### src/rtl/tps_pkg.sv
// Shared types for the link test pattern sequencer.
// Assumes the 3-bit mode codes below. Unused codes fold onto normal data.
package tps_pkg;

    typedef enum logic [2:0] {
        MODE_NORMAL = 3'd0,
        MODE_D215   = 3'd1,
        MODE_K285   = 3'd2,
        MODE_REPILA = 3'd3,
        MODE_RPAT   = 3'd4
    } tmode_e;

    typedef enum logic [2:0] {
        LS_CGS,
        LS_WAIT,
        LS_ILA,
        LS_DATA,
        LS_PRE
    } lstate_e;

    localparam logic [7:0] OCT_K280 = 8'h1C;
    localparam logic [7:0] OCT_K283 = 8'h7C;
    localparam logic [7:0] OCT_K284 = 8'h9C;
    localparam logic [7:0] OCT_K285 = 8'hBC;
    localparam logic [7:0] OCT_D215 = 8'hB5;
    localparam int         RPAT_LEN = 12;

    // Map a raw select onto a defined mode (101..111 -> normal).
    function automatic tmode_e fold_mode(input logic [2:0] raw);
        if (raw > 3'd4) return MODE_NORMAL;
        return tmode_e'(raw);
    endfunction

endpackage

### src/rtl/tps_mf_track.sv
// Multiframe tracker. It follows the octet position inside the multiframe
// and latches the test mode only at boundaries.
// Assumes mf_start is high in the cycle before position 0 is emitted.
// All nxt_* outputs describe the octet that is emitted in the next cycle.
module tps_mf_track
    import tps_pkg::*;
#(
    parameter int MF_LEN = 32,
    localparam int POS_W = $clog2(MF_LEN)
) (
    input  logic             clk,
    input  logic             rst_n,
    input  logic             mf_start,
    input  logic [2:0]       test_mode,
    output logic [POS_W-1:0] nxt_pos,
    output tmode_e           nxt_mode,
    output logic             mode_chg
);
    logic [POS_W-1:0] pos_q;
    tmode_e           mode_q;
    tmode_e           req_mode;

    // Compute next position and candidate mode.
    always_comb begin
        req_mode = fold_mode(test_mode);
        if (mf_start)                           nxt_pos = '0;
        else if (pos_q == POS_W'(MF_LEN - 1))   nxt_pos = pos_q;
        else                                    nxt_pos = pos_q + 1'b1;
        nxt_mode = mf_start ? req_mode : mode_q;
        mode_chg = mf_start && (req_mode != mode_q);
    end

    // Hold the position and the active mode.
    always_ff @(posedge clk) begin
        if (!rst_n) begin
            pos_q  <= POS_W'(MF_LEN - 1);
            mode_q <= MODE_NORMAL;
        end else begin
            pos_q  <= nxt_pos;
            mode_q <= nxt_mode;
        end
    end
endmodule

### src/rtl/tps_link_fsm.sv
// Link start-up sequencer: synchronisation, delayed alignment start,
// the alignment multiframes and user data. It also runs the endlessly
// repeating alignment mode. Any other mode parks it in the sync state.
module tps_link_fsm
    import tps_pkg::*;
(
    input  logic       clk,
    input  logic       rst_n,
    input  logic       boundary,
    input  tmode_e     nxt_mode,
    input  logic       mode_chg,
    input  logic       sync_n,
    input  logic [1:0] ila_delay,
    output lstate_e    nxt_state,
    output logic [1:0] nxt_ilamf
);
    lstate_e    state_q;
    logic [1:0] ilamf_q;
    logic [1:0] cnt_q;
    logic [1:0] nxt_cnt;

    // Next-state decision for the octet emitted in the next cycle.
    always_comb begin
        nxt_state = state_q;
        nxt_ilamf = ilamf_q;
        nxt_cnt   = cnt_q;
        if (nxt_mode == MODE_REPILA) begin
            if (mode_chg) begin
                nxt_state = LS_PRE;
                nxt_ilamf = '0;
            end else if (boundary) begin
                if (state_q == LS_ILA) nxt_ilamf = ilamf_q + 1'b1;
                else                   nxt_ilamf = '0;
                nxt_state = LS_ILA;
            end
        end else if (nxt_mode != MODE_NORMAL || mode_chg || !sync_n) begin
            nxt_state = LS_CGS;
            nxt_ilamf = '0;
        end else begin
            unique case (state_q)
                LS_CGS: begin
                    nxt_state = LS_WAIT;
                    nxt_cnt   = ila_delay;
                end
                LS_WAIT: if (boundary) begin
                    if (cnt_q == '0) begin
                        nxt_state = LS_ILA;
                        nxt_ilamf = '0;
                    end else begin
                        nxt_cnt = cnt_q - 1'b1;
                    end
                end
                LS_ILA: if (boundary) begin
                    if (ilamf_q == 2'd3) nxt_state = LS_DATA;
                    else                 nxt_ilamf = ilamf_q + 1'b1;
                end
                LS_DATA: nxt_state = LS_DATA;
                default: nxt_state = LS_CGS;
            endcase
        end
    end

    // State registers.
    always_ff @(posedge clk) begin
        if (!rst_n) begin
            state_q <= LS_CGS;
            ilamf_q <= '0;
            cnt_q   <= '0;
        end else begin
            state_q <= nxt_state;
            ilamf_q <= nxt_ilamf;
            cnt_q   <= nxt_cnt;
        end
    end
endmodule

### src/rtl/tps_rpat_gen.sv
// RPAT octet generator. The index restarts at the first octet of the
// multiframe where the pattern mode takes effect and wraps after the
// twelfth octet.
module tps_rpat_gen
    import tps_pkg::*;
(
    input  logic       clk,
    input  logic       rst_n,
    input  tmode_e     nxt_mode,
    input  logic       mode_chg,
    output logic [7:0] nxt_octet,
    output logic       nxt_first
);
    localparam int IDX_W = $clog2(RPAT_LEN);

    logic [IDX_W-1:0] idx_q;
    logic [IDX_W-1:0] nxt_idx;

    // Pattern octet for a given index.
    function automatic logic [7:0] rpat_octet(input logic [IDX_W-1:0] i);
        case (i)
            4'd0:    return 8'hBE;
            4'd1:    return 8'hD7;
            4'd2:    return 8'h23;
            4'd3:    return 8'h47;
            4'd4:    return 8'h6B;
            4'd5:    return 8'h8F;
            4'd6:    return 8'hB3;
            4'd7:    return 8'h14;
            4'd8:    return 8'h5E;
            4'd9:    return 8'hFB;
            4'd10:   return 8'h35;
            default: return 8'h59;
        endcase
    endfunction

    // Advance or restart the index.
    always_comb begin
        if (nxt_mode != MODE_RPAT || mode_chg)        nxt_idx = '0;
        else if (idx_q == IDX_W'(RPAT_LEN - 1))       nxt_idx = '0;
        else                                          nxt_idx = idx_q + 1'b1;
        nxt_octet = rpat_octet(nxt_idx);
        nxt_first = (nxt_mode == MODE_RPAT) && (nxt_idx == '0);
    end

    // Index register.
    always_ff @(posedge clk) begin
        if (!rst_n) idx_q <= '0;
        else        idx_q <= nxt_idx;
    end
endmodule

### src/rtl/jesd_tpat_seq.sv
// Top level: test pattern and lane alignment sequencer for one lane.
// Assumes mf_start marks the cycle before each multiframe's first octet,
// MF_LEN >= CFG_LEN + 3, and static mode/delay/config inputs.
// Every output is registered, with one cycle from input to octet.
module jesd_tpat_seq
    import tps_pkg::*;
#(
    parameter int MF_LEN  = 32,
    parameter int CFG_LEN = 14,
    localparam int POS_W  = $clog2(MF_LEN)
) (
    input  logic                 clk,
    input  logic                 rst_n,
    input  logic                 sync_n,
    input  logic                 mf_start,
    input  logic [2:0]           test_mode,
    input  logic                 disp_mod,
    input  logic [1:0]           ila_delay,
    input  logic [CFG_LEN*8-1:0] cfg_octets,
    input  logic [7:0]           data_in,
    output logic [7:0]           out_octet,
    output logic                 out_k,
    output logic                 out_valid,
    output logic                 disp_inv
);
    logic [POS_W-1:0] nxt_pos;
    tmode_e           nxt_mode;
    logic             mode_chg;
    lstate_e          nxt_state;
    logic [1:0]       nxt_ilamf;
    logic [7:0]       rp_octet;
    logic             rp_first;
    logic [7:0]       ila_octet;
    logic             ila_k;
    logic [7:0]       sel_octet;
    logic             sel_k;

    tps_mf_track #(.MF_LEN(MF_LEN)) u_track (
        .clk       (clk),
        .rst_n     (rst_n),
        .mf_start  (mf_start),
        .test_mode (test_mode),
        .nxt_pos   (nxt_pos),
        .nxt_mode  (nxt_mode),
        .mode_chg  (mode_chg)
    );

    tps_link_fsm u_fsm (
        .clk       (clk),
        .rst_n     (rst_n),
        .boundary  (mf_start),
        .nxt_mode  (nxt_mode),
        .mode_chg  (mode_chg),
        .sync_n    (sync_n),
        .ila_delay (ila_delay),
        .nxt_state (nxt_state),
        .nxt_ilamf (nxt_ilamf)
    );

    tps_rpat_gen u_rpat (
        .clk       (clk),
        .rst_n     (rst_n),
        .nxt_mode  (nxt_mode),
        .mode_chg  (mode_chg),
        .nxt_octet (rp_octet),
        .nxt_first (rp_first)
    );

    // Alignment sequence octet by multiframe index and position.
    always_comb begin
        ila_octet = 8'(nxt_pos);
        ila_k     = 1'b0;
        if (nxt_pos == '0) begin
            ila_octet = OCT_K280;
            ila_k     = 1'b1;
        end else if (nxt_pos == POS_W'(MF_LEN - 1)) begin
            ila_octet = OCT_K283;
            ila_k     = 1'b1;
        end else if (nxt_ilamf == 2'd1) begin
            if (nxt_pos == POS_W'(1)) begin
                ila_octet = OCT_K284;
                ila_k     = 1'b1;
            end
            for (int i = 0; i < CFG_LEN; i++) begin
                if (int'(nxt_pos) == i + 2) ila_octet = cfg_octets[8*i +: 8];
            end
        end
    end

    // Pick the octet source for the active mode and link state.
    always_comb begin
        sel_octet = OCT_K285;
        sel_k     = 1'b1;
        unique case (nxt_mode)
            MODE_D215: begin
                sel_octet = OCT_D215;
                sel_k     = 1'b0;
            end
            MODE_K285: ;
            MODE_RPAT: begin
                sel_octet = rp_octet;
                sel_k     = 1'b0;
            end
            default: begin
                if (nxt_state == LS_ILA) begin
                    sel_octet = ila_octet;
                    sel_k     = ila_k;
                end else if (nxt_state == LS_DATA) begin
                    sel_octet = data_in;
                    sel_k     = 1'b0;
                end
            end
        endcase
    end

    // Output registers.
    always_ff @(posedge clk) begin
        if (!rst_n) begin
            out_octet <= '0;
            out_k     <= 1'b0;
            out_valid <= 1'b0;
            disp_inv  <= 1'b0;
        end else begin
            out_octet <= sel_octet;
            out_k     <= sel_k;
            out_valid <= 1'b1;
            disp_inv  <= disp_mod && rp_first;
        end
    end
endmodule

### config.mk
export PLATFORM = sky130hd
export DESIGN_NAME = jesd_tpat_seq
export DESIGN_NICKNAME = d
export VERILOG_FILES = /design/src/rtl/tps_pkg.sv /design/src/rtl/tps_mf_track.sv /design/src/rtl/tps_link_fsm.sv /design/src/rtl/tps_rpat_gen.sv /design/src/rtl/jesd_tpat_seq.sv
export SDC_FILE = /design/constraint.sdc
export NUM_CORES = 1
export LEC_CHECK = 0
export BUFFER_PORTS_ARGS = -buffer_cell sky130_fd_sc_hd__buf_2
export CORE_MARGIN = 10
export CORE_UTILIZATION = 25
export CTS_BUF_LIST = sky130_fd_sc_hd__clkbuf_16
export CTS_CLUSTER_DIAMETER = 120
export DETAILED_ROUTE_END_ITERATION = 12
export GPL_TIMING_DRIVEN = 0
export RECOVER_POWER = 100
export SYNTH_ARGS = -nofsm -noshare
export SYNTH_HDL_FRONTEND = slang
export SYNTH_SLANG_ARGS = --single-unit
### constraint.sdc
create_clock -name clk -period 3.5 [get_ports clk]
set_clock_uncertainty 0.15 [all_clocks]
set_input_delay 0.35 -clock clk [delete_from_list [all_inputs] [get_ports clk]]
set_output_delay 0.35 -clock clk [all_outputs]
set_load 0.01 [all_outputs]
==> summary.txt, run 1 <==
Worst setup path
  – Crit path max fanout: 10
  – Critical Path Slowest Stage Cell: nor3_1
  – Crit. End Element: flip-flop
  – Worst EP arrival: between 3 and 4 ns
  – CP Class: reg2reg
  – Peak per-stage delay on the critical path: roughly 0.82 ns
  – Required time of the critical path: 3.50 ns
  – CP startpoint kind: flip-flop
  – CP cell instances: ha_1 -> buf_2 -> nand4_4 -> mux2_1 -> nor3_1 -> or2_2 -> nor3_4 -> a211oi_1 -> a211oi_2

Hold path
  – Hold Path Class: in2reg

Yosys
  – Post-synth top flop: dfxtp_1
  – Post-synth EDFFs: 0
  – Post-Syn Area: 3530 um2
  – Proportion of netlist area held by the largest area contributor: approximately 17%
  – Synth Register Bits: 30
  – Mapped Cells: 490
  – Syn Nets: 632
  – Sequential share of the synthesized area: 17.0%
  – Synthesis Warnings: 0
  – Synth area leader: dfxtp_1
  – Post-synthesis area per instance: 7.20 um2
  – Top cells by area, synth: dfxtp_1 (17%), nand2_1 (5.2%), nor2_1 (4.7%)
  – Yosys cell types: 81
  – Async S/R FF share, synth: 0%

Die
  – Die width: 139 um
  – Core area: 13,800 um2
  – # IOs: 141
  – FP Rows: 43
  – Die Ht: 139 um
  – Die ar.: 19,300 um2
  – Initial core utilization: 25.5%

Routing
  – ANT nets after route: 0
  – Wirelength per Cell: about 20 um
  – Vias per cell: 5.61
  – DRT Pass-1 Iters: 5
  – DR DRC count: 0
  – Final wirelength: 16.6 mm
  – DRT iter0 DRCs: 346
  – DR vias: 4,593

STA
  – Min Tclk post-route: 3.40 ns
  – Worst-Margin Slew: 0.967 ns
  – WHS: 0.181 ns
  – Setup violators final: 0
  – Hold Vio Cnt, Final: 0
  – Pins Over Slew Limit: 0
  – Rel. slew slack: between 30% and 40%
  – Top achievable clock speed: 294 MHz
  – Period utilization: 97.2%
  – Setup TNS: 0 ns

Power and ir drop
  – Max VDD drop: 0.000200 V
  – Final Total Pwr: 1.41 mW
  – Leak Pwr: approximately 2.0 nW
  – PwrDens: 303 nW/um2

Place
  – HPWL Detailed: 13.7 mm
  – Placed insts: 810
  – Port bufs: 140
  – Gp weighted congestion: between 0.9 and 1

Clock tree
  – Clock latency on the worst-skew pair: 0.28 ns
  – Reg clk slew, reported paths: 0.06 ns
  – CTS H-tree depth: 2
  – Clock sinks: 30
  – CTS tree: yes
  – Root Buffer Master: clkbuf_16
  – Clock tree buffer depth: 2
  – Num CTS Buffers: 5

Cells and area
  – Commonest non-fill, non-tap cells in the layout: buf_2 (139), nand2_1 (49), nor2_1 (43)
  – Filler cells: about 1,500
  – Area Overhead vs Synth: 31.8%
  – Antenna Cells: 0
  – Final Util: 33.6%
  – Non-Filler Instances: 819
  – Nets: 780
  – Commonest non-fill, non-tap cell in the layout: buf_2
  – Layout cells sized above 1: approximately 28%

Global routing
  – Largest net degree at the start of global routing: 11
  – GRT overflow: 0
  – Vias in the first global route: 4,670
  – Initial antenna violation count: 1
  – Global router's overall resource usage: between 15 and 20%
  – Global-route wire length before repair: 25.9 mm

Job
  – Max-cap viol count: 0

Outcome
  – Status: completed
## metrics by stage
| step | setup slack, ns | cell area (um2) |
|---|---|---|
| floorplan | 0.831 | 3530 |
| finish | 0.0984 | 4650 |
| CTS | 0.000700 | 4640 |
| global placement | -0.143 | 4450 |
| global route | -0.00243 | 4650 |
| detailed placement | -0.145 | 4450 |
## cells in the mapped netlist, types with 8 or more instances
cell / instances
nand2_1: 49
nor2_1: 44
dfxtp_1: 30
o21ai_0: 30
inv_1: 26
nand3_1: 23
a21oi_1: 22
a31oi_1: 14
buf_2: 13
ha_1: 12
nor3_1: 12
o22ai_1: 12
clkbuf_1: 11
a211oi_1: 8
## flip-flops by register name (all words and copies together), names as in the netlist
| name | cells |
|---|---|
| disp_inv | 1 |
| out_k | 1 |
| out_octet | 8 |
| out_valid | 1 |
| u_fsm.cnt_q | 2 |
| u_fsm.ilamf_q | 2 |
| u_fsm.state_q | 3 |
| u_rpat.idx_q | 4 |
| u_track.mode_q | 3 |
| u_track.pos_q | 5 |
## worst max-delay path, delay by kind of cell, from the launching register on
| kind | cells | cell delay (ns) |
|---|---|---|
| AND/OR/NAND/NOR | 4 | 1.39 |
| adder cells (fa/ha/maj) | 1 | 0.25 |
| multiplexers | 1 | 0.47 |
| AO/OA/AOI/OAI | 2 | 0.31 |
| flip-flops | 1 | 0.42 |
| buffers and inverters | 1 | 0.27 |
## where the power goes
part,switching (mW),internal [mW],total (mW)
registers,0.0106,0.360,0.370
clock network,0.151,0.405,0.556
logic,0.297,0.186,0.483
## cells by family (layout without fill, tap and decap cells)
kind of cell | after synthesis | count (layout) | synth area share, %
buffers and inverters | 55 | 204 | 6.85
and+or+nand+nor | 196 | 196 | 29.4
adders and majority gates | 12 | 12 | 4.26
muxes | 13 | 13 | 4.26
DFF | 30 | 30 | 17.0
xor gates and xnor gates | 4 | 4 | 0.994
AOI/OAI and AO/OA | 180 | 180 | 37.2
## path summary, 6_finish.rpt
kind / cells past startpoint / to / startpoint / slack, ns
setup reg to reg: 9 / out_octet[0] / u_track.pos_q[0] / 0.1
hold reg to reg: 2 / u_fsm.cnt_q[1] / u_fsm.cnt_q[1] / 0.35
setup / recovery: 9 / out_octet[0] / u_track.pos_q[0] / 0.1
hold / removal: 3 / disp_inv / disp_mod / 0.18
## timing repair
item | CTS | global route
resized for setup | 1 | 6
hold buffers | 0 | 0
buffers inserted | 0 | 1
setup endpoints to repair | 1 | 5
## cell type report
class                   count  area (um2)  area share (%)
multi-input cells         405        2700            58.1
clock buffers               5         125            2.69
flip-flops and latches     30         601            12.9
inverters                  27         101            2.18
well taps                 180         225            4.85
clock inverters             3        63.8            1.37
repair buffers            141         692            14.9
plain buffers              28         139            2.99
## layer usage
layer  vias to the layer above  track usage (%)  wire, um  part of all wire, %
li1                       2183                -         -                    -
met1                      2146             19.2      7040                   42
met2                       224             26.9      7520                   45
met3                        38             4.93      1460                  8.8
met4                         2             6.53       561                  3.4
met5                         -                0         7                0.042
Power figures use the tool's default switching activity.
==> inputs of run 2 (changes only) <==
Settings changed: CAP_MARGIN set to 30, SETUP_SLACK_MARGIN set to 0.2.
==> run 2 against run 1 <==
Net effect:
- first-iteration DRC count increased by 11%
- flip-flop and latch count is the same
- via count rose by 0.46%
- utilization rose by 0.42 points
- clock power about the same
- critical path depth is 1 higher
- combinational power increased by 2%
- routed wire length rose by 0.25%
- non-clock buffer count is 2 higher
- maximum frequency increased by 4.5%
- largest power group unchanged
==> summary.txt, run 2 (synthesized netlist as in run 1, its figures left out) <==
Power and ir drop
  – PwrDens: 302 nW/um2
  – Max VDD drop: 0.000200 V
  – Leak Pwr: between 1.5 and 2 nW
  – Final Total Pwr: 1.42 mW

Cells and area
  – Filler cells: 1,539
  – Post-route cell area: 4700 um2
  – Top flop regs: out_octet x8, u_track.pos_q x5, u_rpat.idx_q x4
  – Max reg flops: 8
  – Commonest non-fill, non-tap cell in the layout: buf_2
  – Antenna Cells: 0
  – Area Overhead vs Synth: 33.4%
  – Most flops, register: out_octet
  – Area of the multi-input gates: 2740 um2
  – Sequential cell area: 601 um2
  – Nets: 782
  – Layout cells sized above 1: 29.6%
  – Commonest non-fill, non-tap cells in the layout: buf_2 (137), nand2_1 (49), nor2_1 (43)

Clock tree
  – Root Buffer Master: clkbuf_16
  – CTS tree: yes
  – CTS H-tree depth: 2
  – Num CTS Buffers: 5
  – Clock sinks: 30
  – Reg clk slew, reported paths: 0.06 ns
  – Clock tree buffer depth: 2
  – Cts hold-fix bufs: 0
  – Clock latency on the worst-skew pair: approximately 0.28 ns

Die
  – FP Rows: 43
  – Core area: 13,800 um2
  – # IOs: 141
  – Die Ht: 139 um
  – Initial core utilization: 25.5%
  – Die ar.: just under 20,000 um2
  – Die width: 139 um

STA
  – Period utilization: 93.0%
  – Top achievable clock speed: ~310 MHz
  – Rel. slew slack: 50.2%
  – Setup violators final: 0
  – Final worst setup slack: 0.246 ns
  – RSZ-0062 raised after global routing: true
  – Hold Vio Cnt, Final: 0
  – Worst-Margin Slew: 0.747 ns
  – Min Tclk post-route: 3.25 ns
  – WHS: 0.181 ns
  – Pins Over Slew Limit: 0

Job
  – Max-cap viol count: 0

Place
  – Gp weighted congestion: 0.995
  – Port bufs: 140
  – HPWL Detailed: approximately 14 mm
  – Placed Area: approximately 4500 um2
  – Pre-CTS setup slack: -0.145 ns

Worst setup path
  – Required time of the critical path: 3.50 ns
  – Worst EP arrival: between 3 and 4 ns
  – CP cell instances: ha_1 -> buf_4 -> nand4_4 -> mux2_2 -> mux2_2 -> o22ai_1 -> or3_1 -> nor4_2 -> o21ai_0 -> a211oi_1
  – CP Class: reg2reg
  – Reg2reg start: u_track.pos_q[0]
  – Crit. End Element: flip-flop
  – Peak per-stage delay on the critical path: 0.42 ns
  – CP Depth: 10
  – Crit path max fanout: 10
  – Worst R2R Setup Slack: 0.25 ns
  – Worst path bufs/invs: 1
  – Worst r2r dst: out_octet[3]
  – CP startpoint kind: flip-flop
  – CP top delay family: simple AND/OR/NAND/NOR gates
  – Worst reg2reg path depth: 10
  – Critical Path Slowest Stage Cell: dfxtp_1
  – Crit. Startpoint: u_track.pos_q[0]
  – Critical path's most frequent cell: mux2_2

Routing
  – ANT nets after route: 0
  – Vias per cell: approximately 5.6
  – DR vias: about 4,600
  – DRT Pass-1 Iters: 5
  – Wirelength per Cell: between 20 and 25 um
  – DRT iter0 DRCs: 383
  – Final wirelength: between 15 and 20 mm
  – DR DRC count: 0

Outcome
  – Status: completed

Hold path
  – Hold Path Sink: disp_inv
  – Hold Path Class: in2reg
  – Hold wc startpoint: disp_mod
  – Hold Path Depth: 3

Global routing
  – Global router's overall resource usage: about 16%
  – Largest net degree at the start of global routing: 11
  – Global-route wire length before repair: approximately 26 mm
  – GRT overflow: 0
  – Initial antenna violation count: 1
  – Vias in the first global route: 4,684
[run 2: report_power, final]
| group | leakage (nW) | internal (mW) | switching [mW] |
|---|---|---|---|
| clock network | 0.0915 | 0.405 | 0.152 |
| logic | 1.65 | 0.191 | 0.304 |
| registers | 0.247 | 0.360 | 0.0105 |
| total | 1.99 | 0.956 | 0.466 |
[run 2: through the flow]
stage	cells	TNS [ns]	utilization [%]
after global placement	810	-0.143	32.2
after global routing	821	0	34.0
after floorplan	490	0	-
after CTS	819	0	33.8
final	821	0	34.0
after detailed placement	810	-0.145	32.2
[run 2: cell type report]
type                    instances  share of cell area (%)
well taps                     180                    4.79
clock buffers                   5                    2.66
inverters                      27                    2.15
plain buffers                  28                    3.06
multi-input cells             405                    58.2
clock inverters                 3                    1.36
flip-flops and latches         30                    12.8
repair buffers                143                    15.0
[run 2: per-layer routing]
layer	wire, um	up-vias	GRT usage, %
met5	7	-	0
met4	533	2	6.53
met3	1550	32	4.93
met2	7560	218	26.9
met1	6980	2171	19.3
li1	-	2191	-
[run 2: worst max path at each step]
stage and endpoint:
6_report out_octet[3], 5_1_grt out_octet[2], 4_1_cts out_octet[3], 3_5_place_dp out_octet[4], 3_3_place_gp out_octet[4], 2_1_floorplan out_octet[2]
[run 2: what timing repair did]
action | CTS | global route
buffers inserted | 1 | 2
endpoints found under the setup margin | 6 | 6
resized for setup | 6 | 14
pin swaps | 0 | 2
[run 2: worst min-delay path, delay by kind of cell]
family                 cells  cell delay (ns)
buffers and inverters      1             0.10
AND/OR/NAND/NOR            2             0.10
